===== src/rtl/rtc_pkg.sv =====
package rtc_pkg;
  localparam int unsigned NUM_CAT = 5;
  localparam int unsigned CNT_W   = 16;

  // Category index equals the strobe bit position; lower index has priority.
  typedef enum logic [2:0] {
    CAT_HS_RD = 3'd0,
    CAT_LP_RD = 3'd1,
    CAT_BTA   = 3'd2,
    CAT_HS_WR = 3'd3,
    CAT_LP_WR = 3'd4
  } cat_e;

  function automatic logic cat_is_bta(int unsigned idx);
    return idx == int'(CAT_BTA);
  endfunction
endpackage


===== src/rtl/rtc_event_sel.sv =====
module rtc_event_sel #(
  parameter int unsigned NUM_CAT = rtc_pkg::NUM_CAT,
  parameter int unsigned CNT_W   = rtc_pkg::CNT_W
) (
  input  logic                          clk,
  input  logic                          rst_n,
  input  logic [NUM_CAT-1:0]            ev_stb,
  input  logic                          cmd_mode,
  input  logic                          bta_only,
  input  logic [NUM_CAT-1:0][CNT_W-1:0] tmo_vals,
  output logic                          load_o,
  output logic [CNT_W-1:0]              load_val_o
);
  logic [NUM_CAT-1:0] qual;
  logic [NUM_CAT-1:0] grant;

  // Per-category qualification: command mode, nonzero count, mode filter.
  for (genvar g = 0; g < NUM_CAT; g++) begin : g_qual
    localparam bit IS_BTA = rtc_pkg::cat_is_bta(g);
    assign qual[g] = ev_stb[g] && cmd_mode && (tmo_vals[g] != '0)
                     && (IS_BTA || !bta_only);
  end

  // Fixed priority: lowest qualified index wins.
  always_comb begin
    logic found;
    found = 1'b0;
    grant = '0;
    for (int i = 0; i < NUM_CAT; i++) begin
      if (qual[i] && !found) begin
        grant[i] = 1'b1;
        found    = 1'b1;
      end
    end
  end

  always_comb begin
    load_val_o = '0;
    for (int i = 0; i < NUM_CAT; i++) begin
      if (grant[i]) load_val_o = load_val_o | tmo_vals[i];
    end
  end

  assign load_o = |grant;

  // never more than one category granted at once
  a_r10_onehot_grant: assert property (@(posedge clk) disable iff (!rst_n)
    $onehot0(grant));

  // a load never carries a zero count
  a_r5_no_zero_load: assert property (@(posedge clk) disable iff (!rst_n)
    load_o |-> (load_val_o != '0));

  // in turnaround-only mode, only the turnaround strobe may win
  a_r8_bta_filter: assert property (@(posedge clk) disable iff (!rst_n)
    (bta_only && load_o) |-> ev_stb[int'(rtc_pkg::CAT_BTA)]);
endmodule


===== src/rtl/rtc_down_counter.sv =====
module rtc_down_counter #(
  parameter int unsigned CNT_W = rtc_pkg::CNT_W
) (
  input  logic             clk,
  input  logic             rst_n,
  input  logic             cmd_mode,
  input  logic             tick,
  input  logic             load,
  input  logic [CNT_W-1:0] load_val,
  output logic             hold_o,
  output logic             expired_o
);
  localparam logic [CNT_W-1:0] ONE = CNT_W'(1);

  logic [CNT_W-1:0] cnt_q, cnt_d;
  logic             exp_q, exp_d;
  logic             cnt_en;

  always_comb begin
    cnt_d  = cnt_q;
    exp_d  = 1'b0;
    cnt_en = 1'b0;
    if (!cmd_mode) begin
      cnt_d  = '0;
      cnt_en = 1'b1;
    end else if (load) begin
      cnt_d  = load_val;
      cnt_en = 1'b1;
    end else if (tick && (cnt_q != '0)) begin
      cnt_d  = cnt_q - ONE;
      cnt_en = 1'b1;
      exp_d  = (cnt_q == ONE);
    end
  end

  always_ff @(posedge clk or negedge rst_n) begin
    if (!rst_n) begin
      cnt_q <= '0;
      exp_q <= 1'b0;
    end else begin
      if (cnt_en) cnt_q <= cnt_d;
      exp_q <= exp_d;
    end
  end

  assign hold_o    = (cnt_q != '0);
  assign expired_o = exp_q;

  // an accepted load sets the count to the selected value
  a_r9_reload: assert property (@(posedge clk) disable iff (!rst_n)
    (cmd_mode && load) |=> (cnt_q == $past(load_val)));

  // without tick or load the count stays put
  a_r4_hold_count: assert property (@(posedge clk) disable iff (!rst_n)
    (cmd_mode && !load && !tick) |=> $stable(cnt_q));

  // expired lasts one cycle and coincides with release
  a_r3_single_pulse: assert property (@(posedge clk) disable iff (!rst_n)
    expired_o |=> !expired_o);
  a_r3_release: assert property (@(posedge clk) disable iff (!rst_n)
    expired_o |-> !hold_o);
endmodule


===== src/rtl/resp_timeout_ctrl.sv =====
module resp_timeout_ctrl #(
  parameter int unsigned NUM_CAT = rtc_pkg::NUM_CAT,
  parameter int unsigned CNT_W   = rtc_pkg::CNT_W
) (
  input  logic               clk,
  input  logic               rst_n,
  input  logic               byte_tick,
  input  logic               cmd_mode,
  input  logic               bta_only,
  input  logic [NUM_CAT-1:0] ev_stb,
  input  logic [CNT_W-1:0]   tmo_hs_rd,
  input  logic [CNT_W-1:0]   tmo_lp_rd,
  input  logic [CNT_W-1:0]   tmo_bta,
  input  logic [CNT_W-1:0]   tmo_hs_wr,
  input  logic [CNT_W-1:0]   tmo_lp_wr,
  output logic               hold_idle,
  output logic               expired
);
  logic [NUM_CAT-1:0][CNT_W-1:0] tmo_vals;
  logic                          load;
  logic [CNT_W-1:0]              load_val;

  always_comb begin
    tmo_vals = '0;
    tmo_vals[int'(rtc_pkg::CAT_HS_RD)] = tmo_hs_rd;
    tmo_vals[int'(rtc_pkg::CAT_LP_RD)] = tmo_lp_rd;
    tmo_vals[int'(rtc_pkg::CAT_BTA)]   = tmo_bta;
    tmo_vals[int'(rtc_pkg::CAT_HS_WR)] = tmo_hs_wr;
    tmo_vals[int'(rtc_pkg::CAT_LP_WR)] = tmo_lp_wr;
  end

  rtc_event_sel #(.NUM_CAT(NUM_CAT), .CNT_W(CNT_W)) u_sel (
    .clk        (clk),
    .rst_n      (rst_n),
    .ev_stb     (ev_stb),
    .cmd_mode   (cmd_mode),
    .bta_only   (bta_only),
    .tmo_vals   (tmo_vals),
    .load_o     (load),
    .load_val_o (load_val)
  );

  rtc_down_counter #(.CNT_W(CNT_W)) u_cnt (
    .clk       (clk),
    .rst_n     (rst_n),
    .cmd_mode  (cmd_mode),
    .tick      (byte_tick),
    .load      (load),
    .load_val  (load_val),
    .hold_o    (hold_idle),
    .expired_o (expired)
  );

  // video mode leaves the link free and never signals expiry
  a_r7_video_idle: assert property (@(posedge clk) disable iff (!rst_n)
    !cmd_mode |=> (!hold_idle && !expired));

  // an accepted event raises the hold on the next cycle
  a_r2_hold_start: assert property (@(posedge clk) disable iff (!rst_n)
    load |=> hold_idle);
endmodule


===== config.mk =====
export PLATFORM = sky130hd
export DESIGN_NAME = resp_timeout_ctrl
export DESIGN_NICKNAME = d
export VERILOG_FILES = /design/src/rtl/rtc_pkg.sv /design/src/rtl/rtc_event_sel.sv /design/src/rtl/rtc_down_counter.sv /design/src/rtl/resp_timeout_ctrl.sv
export SDC_FILE = /design/constraint.sdc
export NUM_CORES = 1
export LEC_CHECK = 0
export ABC_AREA = 1
export ABC_CLOCK_PERIOD_IN_PS = 5500
export BUFFER_PORTS_ARGS = -buffer_cell sky130_fd_sc_hd__buf_4
export CAP_MARGIN = 40
export CORE_UTILIZATION = 25
export DETAILED_ROUTE_END_ITERATION = 7
export GPL_TIMING_DRIVEN = 1
export PLACE_DENSITY = 0.55
export SLEW_MARGIN = 20
export SYNTH_ARGS = -nofsm -noshare
export SYNTH_HDL_FRONTEND = slang
export SYNTH_SLANG_ARGS = --single-unit

===== constraint.sdc =====
create_clock -name clk -period 5.5 [get_ports clk]
set_input_delay 0.275 -clock clk [delete_from_list [all_inputs] [get_ports clk]]
set_output_delay 0.275 -clock clk [all_outputs]
set_load 0.005 [all_outputs]

; ---- Word level (Yosys, flattened, before mapping)
; Cells that the tools add are included.
[op_classes]
add_sub_neg = 1
n_eq_ne = 2
n_reduce_logical = 32
n_bitwise = 4
mux = 22
[op_table]
columns = cell, count
row1 = 2-to-1 mux 16 bit, 8
row2 = nonzero test 16 bit, 6
row3 = OR 16 bit, 4
row4 = logical AND 1 bit, 19
row5 = "equality test 16 x 1 -> 1 bit, second input constant", 1
row6 = "subtractor 16 x 1 -> 16 bit, second input constant", 1
row7 = 2-to-1 mux 1 bit, 14
row8 = zero test 1 bit, 5
row9 = OR reduction 5 bit, 1
row10 = "inequality test 3 x 1 -> 1 bit, second input constant", 1
row11 = AND reduction 2 bit, 1
[totals]
register_bits = 17
word_cells = 63
out_inout_bits = 2
in_bits = 90

; ---- Depth between registers and ports, before layout
; Gate-level depths: netlist (run 1).
[logic_depth]
ltp_word = 20
ltp_mapped = 13
depth_no_buf = 12

; ---- By module
; Synthesis (run 1) repeated with hierarchy kept, for this count alone.
[hier_totals]
hier_cells = 444
area_unflattened_um2 = 2547.4
[modules_own_cells]
columns = module, area_each_um2, cells_each, instances, seq_area_each_um2
row1 = rtc_down_counter, 1328.8, 201, 1, 425.4
row2 = rtc_event_sel, 1218.7, 243, 1, 0.0

; ---- Worst setup path before layout (run 1)
; Ideal clock, no wire load.
[synth_timing]
kind = reg-to-reg
from = register u_cnt.cnt_q[0]
to = register u_cnt.cnt_q[5]
path_stages_with_launch = 13
synth_period_minus_slack_ns = 1.810
setup_time_ns = 0.116
path_slack_ns = 3.690
arrival_time_ns = 1.693
path_buffers = 1
required_ns = 5.384
cell_sequence = dfrtp_1 > inv_1 > ha_1 > nand2_1 > nor2_2 > nand2_1 > a21oi_2 > nand4_4 > nand2_4 > buf_6 > nor2_2 > nand2_1 > nand2_1
[synth_between]
elab_chain_len = 6
elab_cells_between_ends = 11
classes_between = add/sub: 1 / eq/ne: 1 / mux: 6 / reduce/logical: 3
[synth_rtl]
columns = element, line
row1 = from (decl), rtc_down_counter.sv:15  ; logic [CNT_W-1:0] cnt_q, cnt_d;
row2 = from (signal assigned), rtc_down_counter.sv:41  ; if (cnt_en) cnt_q <= cnt_d;
row3 = branches (longest 6 deep; another with subtractor 16 x 1 -> 16 bit), -
; Parallel ways; which one is timed is not known. The select of a mux whose other input is x is not followed.
; A chain may end at the register's enable or synchronous reset.

; ---- Final worst setup path (run 1)
[layout_timing]
from = input port tmo_hs_rd[7]
to = register u_cnt.cnt_q[0]
[layout_between]
elab_chain_len = 20
elab_cells_between_ends = 35
classes_between = eq/ne: 1 / mux: 17 / bitwise: 4 / reduce/logical: 13
[layout_rtl]
columns = element, line
row1 = from (decl), resp_timeout_ctrl.sv:11  ; input logic [CNT_W-1:0] tmo_hs_rd,
row2 = nonzero test 16 bit *, rtc_event_sel.sv:20  ; assign qual[g] = ev_stb[g] && cmd_mode && (tmo_vals[g] != '0)
row3 = logical AND 1 bit *, rtc_event_sel.sv:20
row4 = logical AND 1 bit *, rtc_event_sel.sv:21  ; && (IS_BTA || !bta_only);
row5 = 2-to-1 mux 1 bit *, rtc_event_sel.sv:30  ; if (qual[i] && !found) begin
row6 = zero test 1 bit, rtc_event_sel.sv:30
row7 = logical AND 1 bit, rtc_event_sel.sv:30
row8 = 2-to-1 mux 1 bit, rtc_event_sel.sv:30
row9 = zero test 1 bit, rtc_event_sel.sv:30
row10 = (+4 left out), -
row11 = 2-to-1 mux 1 bit, rtc_event_sel.sv:30
row12 = zero test 1 bit, rtc_event_sel.sv:30
row13 = logical AND 1 bit, rtc_event_sel.sv:30
row14 = 2-to-1 mux 1 bit, rtc_event_sel.sv:30
row15 = OR reduction 5 bit, rtc_event_sel.sv:44  ; assign load_o = |grant;
row16 = 2-to-1 mux 1 bit, rtc_down_counter.sv:26  ; end else if (load) begin
row17 = 2-to-1 mux 1 bit, rtc_down_counter.sv:23  ; if (!cmd_mode) begin
row18 = AND reduction 2 bit (no line), -
; Every way passes the cells marked *; elsewhere a longest branch is shown, timed or not.

==> reports/metrics.yaml, run 1 <==
critical_path:
  startpoint: "tmo_hs_rd[7]"
  cp_max_fo: 34
  rrSetupSlack_ps: 3380
  cp-end-kind: "register"
  cp.required_ps: 5660
  path_class: "primary input to register"
  r2r-end: "u_cnt.cnt_q[2]"
  r2r_start: "u_cnt.cnt_q[0]"
  r2r_cells: 11
  arrival_ps: 2560
  critPathLaunchType: "primary input"
floorplan:
  fp.dieW_um: 99.3
  num_rows: 35
  die_area_sq_mm: 0.00985
  die_height_um: 99.3
  core_area_sq_mm: 0.00920
  initial_core_util: 0.257
  num_io_pins: 92
timing:
  worst_slew_pin_slew_ps: 738
  finalSetupViolations: 0
  timing.final.crit_period_ps: 2400
  timing.final.ws_setup_ps: 3100
  fmax_mhz: 416
  finClkSkew_ps: 5.17
  rsz0062_at_grt: "false"
  finalHoldViolCount: 0
  final.period_utilization: 0.437
  max_slew_margin: 0.507
  tns_ps: 0
  slew_viol_final: 0
min_path:
  holdPathEnd: "u_cnt.expired_o"
  whs_path_depth: 3
  hold_path_class: "primary input to register"
  hp-start: "byte_tick"
drt:
  wire_per_inst_um: 12.9
  drc: 0
  drt_first_pass_iters: 4
  drtIter0Drc: 132
  via_count: 2886
  drt-total-wl_um: 7870
  ant_nets: 0
  routed_via_density: 4.74
grt:
  grt_pass1_vias: 2736
  grt_pass1_wl_um: 12800
  antenna_found_initial: 0
  track_usage: 0.164
  grt_overflow_total: 0
  grt_max_degree: 35
place:
  placedCellCount: 604
  hpwl_um: 6610
  portBuffers: 91
  place_congestion: 0.812
  place_ws_ps: 2820
synthesis:
  ys_types: 31
  synthTopCellsByArea: "nor2_1 (18%), dfrtp_1 (18%), nand2_1 (15%)"
  synth_edf_count: 0
  synthArstFlopShare: 1.00
  synth_common_cells: "nor2_1 (116), nand2_1 (95), nand3_1 (70)"
  yosysSeqAreaShare: 0.180
  yosys_most_used_dff: "dfrtp_1"
  syn_area_sq_mm: 0.00236
  synth_area_leader_cell: "nor2_1"
  syn-num-nets: 508
  synth_top_area_frac: 0.184
  ys.warnings.count: 0
  yosysMostFrequentCell: "nor2_1"
  syn_avg_cell_area_sq_um: 5.68
  synth_cells: 416
  ys_seq_elements: 17
layout:
  diodes: 0
  fin_nets: 591
  post_layout_nonfiller_instances: 609
  drive_gt1_frac: 0.249
  final_util: 0.343
  syn2layout_area_growth_pct: 33.4
power_and_ir_drop:
  cellPowerDensity_mw_per_mm2: 168
  p_leak_nw: 1.63
  vdd_drop_max_uv: 79.0
job:
  cap_violations: 0
clock_tree:
  clk_pin_slew_ps: 70
  tritoncts: "yes"
  cts_buffers: 3
  cts-resized-gates: 0
  cts_num_sinks: 17
  clkLatencyLatePin_ps: 260
  cts_root_buffer: "clkbuf_8"
  clk_path_buf_depth: 2
  ctsHtreeMaxLevel: 1
status:
  status: "finished clean"
==> flip-flops by register name, indices dropped and copies added, names as in the netlist <==
register,count
u_cnt.cnt_q,16
u_cnt.expired_o,1
==> cell type report <==
cell class                      instances  area [sq um]
Fill cell                            1031          6040
Clock buffer                            3          41.3
Inverter                               37           139
Timing Repair Buffer                   92           693
Multi-Input combinational cell        348          1710
Clock inverter                          1          5.00
Sequential cell                        17           425
Tap cell                              111           139
==> cell usage in the layout, fill, tap and decap left out, drive strengths merged, types with 2 or more instances in the layout <==
cell	n
inv	37
dfrtp	17
nor2	129
buf	91
clkbuf	3
nand3	73
nand4	8
a21oi	2
xor2	12
nor4	2
nand2	99
o211ai	16
ha	2
==> worst max path at each step <==
stage                     end
2_1_floorplan  u_cnt.cnt_q[5]
3_3_place_gp   u_cnt.cnt_q[0]
3_5_place_dp   u_cnt.cnt_q[0]
4_1_cts        u_cnt.cnt_q[0]
5_1_grt        u_cnt.cnt_q[7]
6_report       u_cnt.cnt_q[0]
==> per-layer routing <==
layer | vias to the layer above | part of all wire | GRT usage | wire [um]
li1 | 1502 | - | - | -
met1 | 1287 | 0.45 | 0.214 | 3570
met2 | 79 | 0.46 | 0.272 | 3650
met3 | 18 | 0.050 | 0.0225 | 395
met4 | 0 | 0.031 | 0.0656 | 246
met5 | - | 0 | 0 | 0
==> worst max-delay path: stages <==
cell and delay [ps]:
buf_4 110, nor2_1 90, nand2_1 60, nor2_1 140, nand2_2 220, nand2_4 250
nand2_2 90, nor2_4 570, nand3_4 340, nor2_1 220, nor2_1 70, nand2_1 60
nand2_1 40
==> power by group <==
part           switching [mW]  internal, mW
Clock                  0.0475        0.0505
Sequential             0.0202         0.142
Combinational           0.152         0.117
Total                   0.220         0.310
==> cell families after synthesis <==
| logic type | after synthesis | synth area share |
|---|---|---|
| compound gates | 19 | 0.0646 |
| simple gates | 314 | 0.601 |
| xor+xnor | 13 | 0.0481 |
| flops | 17 | 0.180 |
| fa+ha+maj | 2 | 0.0106 |
| buf+inv | 51 | 0.0958 |
==> per-stage QoR <==
step	cell area [sq um]	total power, mW	hold slack, ps
floorplan	2360	0.338	-20.6
global placement	3100	0.432	160
detailed placement	3100	0.435	161
CTS	3160	0.535	280
global route	3160	0.582	289
finish	3160	0.530	285
==> what timing repair did <==
item,in CTS,in global routing
buffers inserted,0,0
hold buffers,1,0
hold endpoints to repair,17,0
No activity file was read; power rests on OpenSTA's default activity.
==> run 2, diff against run 1 <==
Settings changed: ABC_AREA 1 to 0, ABC_CLOCK_PERIOD_IN_PS 5500 to 2510, PLACE_DENSITY 0.55 to 0.56.
Clock period 5.5 ns to 2.51 ns, I/O delays scaled along.
==> reports/metrics.yaml, run 2 <==
grt:
  grt_overflow_total: 0  # unchanged
  grt_pass1_wl_um: 12400  # was 12800 um
  antenna_found_initial: 0  # unchanged
  grt_pass1_vias: 2442  # was 2736
  grt_max_degree: 34  # was 35
  track_usage: 0.190  # was 0.164
drt:
  ant_nets: 0  # unchanged
  drt_first_pass_iters: 5  # was 4
  drtIter0Drc: 214  # was 132
  drt-total-wl_um: 7790  # was 7870 um
  drc: 0  # unchanged
  via_count: 2523  # was 2886
  wire_per_inst_um: 17.2  # was 12.9 um
  routed_via_density: 5.56  # was 4.74
synthesis:
  synth_cells: 261  # was 416
  ys_seq_elements: 17  # unchanged
  yosysSeqAreaShare: 0.216  # was 0.180
  syn_avg_cell_area_sq_um: 7.53  # was 5.68 sq um
  syn_area_sq_mm: 0.00197  # was 0.00236 sq mm
  yosysMostFrequentCell: "nor2_1"  # unchanged
  synthArstFlopShare: 1.00  # unchanged
  synth_edf_count: 0  # unchanged
  yosys_most_used_dff: "dfrtp_1"  # unchanged
  synth_common_cells: "nor2_1 (46), nand2_1 (25), nor4_1 (24)"  # was nor2_1 (116), nand2_1 (95), nand3_1 (70)
  synth_area_leader_cell: "dfrtp_1"  # was nor2_1
  ys_types: 54  # was 31
  synthTopCellsByArea: "dfrtp_1 (22%), nor2_1 (8.8%), nor4_1 (7.6%)"  # was nor2_1 (18%), dfrtp_1 (18%), nand2_1 (15%)
  synth_top_area_frac: 0.216  # was 0.184
  ys.warnings.count: 0  # unchanged
  syn-num-nets: 353  # was 508
floorplan:
  core_area_sq_mm: 0.00741  # was 0.00920 sq mm
  num_io_pins: 92  # unchanged
  die_height_um: 90.7  # was 99.3 um
  num_rows: 31  # was 35
  initial_core_util: 0.265  # was 0.257
  fp.dieW_um: 90.7  # was 99.3 um
  die_area_sq_mm: 0.00822  # was 0.00985 sq mm
place:
  place_congestion: 0.891  # was 0.812
  hpwl_um: 6390  # was 6610 um
  portBuffers: 91  # unchanged
  place_area_sq_mm: 0.00278  # was 0.00310 sq mm
  placedCellCount: 449  # was 604
status:
  status: "finished clean"  # unchanged
critical_path:
  path_class: "register to register"  # was primary input to register
  cp-end-kind: "register"  # unchanged
  cp_max_fo: 15  # was 34
  worstPathCellList: "or4_4, nor2_2, nand4_2, a21oi_4, and2_1, buf_4, a31oi_1, nor2_1"  # was buf_4, nor2_1, nand2_1, nor2_1, nand2_2, nand2_4, nand2_2, nor2_4, nand3_4, nor2_1, nor2_1, nand2_1, nand2_1
  arrival_ps: 2500  # was 2560 ps
  slowest_delay_ps: 560  # was 570 ps
  critPathLaunchType: "register"  # was primary input
  cpMaxStageDelayCell: "or4_4"  # was nor2_4
  cp.required_ps: 2700  # was 5660 ps
clock_tree:
  cts_num_sinks: 17  # unchanged
  cts_root_buffer: "clkbuf_8"  # unchanged
  cts_buffers: 3  # unchanged
  tritoncts: "yes"  # unchanged
  clk_pin_slew_ps: 70  # about the same
  ctsHtreeMaxLevel: 1  # unchanged
  clkLatencyLatePin_ps: 250  # was 260 ps
  clk_path_buf_depth: 2  # unchanged
power_and_ir_drop:
  finalPower_mw: 1.09  # was 0.530 mW
  p_sw_mw: 0.407  # was 0.220 mW
  vdd_drop_max_uv: 152  # was 79.0 uV
  p_seq_frac: 0.339  # was 0.307
  combinationalPowerShare: 0.466  # was 0.509
  swShare: 0.373  # was 0.415
  cellPowerDensity_mw_per_mm2: 384  # was 168 mW/mm^2
  internal_power_mw: 0.683  # was 0.310 mW
  p_leak_nw: 1.19  # was 1.63 nW
  clockPowerShare: 0.196  # was 0.185
timing:
  worst_slew_pin_slew_ps: 666  # was 738 ps
  rsz0062_at_grt: "false"  # unchanged
  finalSetupViolations: 0  # unchanged
  fmax_mhz: 432
  tns_ps: 0  # unchanged
  finalHoldViolCount: 0  # unchanged
  final.period_utilization: 0.922
  finClkSkew_ps: 1.92  # was 5.17 ps
  slew_viol_final: 0  # unchanged
  timing.final.crit_period_ps: 2310
  max_slew_margin: 0.556  # was 0.507
layout:
  final_cell_mix: "buf_4 (107), nor2_1 (46), nand2_1 (25)"  # was nor2_1 (116), nand2_1 (95), buf_4 (91)
  largest_reg_flops: 16  # unchanged
  diodes: 0  # unchanged
  fin_nets: 448  # was 591
  drive_gt1_frac: 0.341  # was 0.249
  layout_commonest_cell: "buf_4"  # was nor2_1
  largest_register: "u_cnt.cnt_q"  # unchanged
  syn2layout_area_growth_pct: 44.6  # was 33.4%
  post_layout_nonfiller_instances: 454  # was 609
  fin_area_sq_mm: 0.00284  # was 0.00316 sq mm
min_path:
  hold_path_class: "primary input to register"  # unchanged
job:
  cap_violations: 0  # unchanged
run 2: cell types whose count changed after synthesis, sizes merged, moves of 14 or more:
cell	previous run	this run
nor2	129	47
nand2	99	25
nand3	73	5
inv	37	5
nor4	2	25
a221oi	0	14
run 2: routing by layer:
| layer | GRT usage | vias up | wire length (um) |
|---|---|---|---|
| li1 | - | 1233 | - |
| met1 | 0.249 | 1194 | 3520 |
| met2 | 0.311 | 91 | 3690 |
| met3 | 0.0589 | 5 | 533 |
| met4 | 0.0242 | 0 | 39 |
| met5 | 0 | - | 0 |
run 2: worst max-delay path: cells and delay by family (launching register included):
family / cells / cell delay [ps]
simple gates: 5 / 1150
compound gates: 2 / 480
flops: 1 / 410
buf+inv: 1 / 190
run 2: cell type report:
class,count,area (sq um)
repair buffers,109,833
multi-input cells,220,1400
fillers,779,4570
well taps,99,124
inverters,5,18.8
clock buffers,4,45.0
flip-flops and latches,17,425
run 2: power by group through the flow:
stage               Sequential, mW  Clock, mW  Combinational [mW]
floorplan                    0.361          0               0.282
global placement             0.371          0               0.498
detailed placement           0.371          0               0.500
CTS                          0.367      0.218               0.503
global route                 0.376      0.229               0.557
finish                       0.369      0.213               0.508
run 2: worst paths after layout:
check / startpoint / cells after the start / end / slack (ps)
setup / recovery: u_cnt.cnt_q[9] / 8 / u_cnt.cnt_q[15] / 200
hold / removal: byte_tick / 3 / u_cnt.expired_o / 170
setup reg to reg: u_cnt.cnt_q[9] / 8 / u_cnt.cnt_q[15] / 200
hold reg to reg: u_cnt.cnt_q[9] / 2 / u_cnt.cnt_q[9] / 530
max in group asynchronous: rst_n / 2 / u_cnt.cnt_q[15] / 2030
min in group asynchronous: rst_n / 2 / u_cnt.cnt_q[11] / 280
run 2: through the flow:
stage,utilization,worst slack (ps),hold WS [ps]
6_report,0.384,196,171
5_1_grt,0.384,14.7,173
4_1_cts,0.383,104,171
3_5_place_dp,0.375,127,11.0
3_3_place_gp,0.375,197,13.9
2_1_floorplan,-,326,-170
run 2: kinds of logic after synthesis:
logic type / share of synthesized area
adders and majority gates: 0.0127
AOI/OAI and AO/OA: 0.292
DFF: 0.216
and+or+nand+nor: 0.402
buffers and inverters: 0.0764
run 2: timing repair:
item | CTS | global route
resized for setup | 0 | 1
hold buffers | 1 | 0
endpoints found under the hold margin | 17 | 0
endpoints found under the setup margin | 0 | 1
buffers inserted | 0 | 0
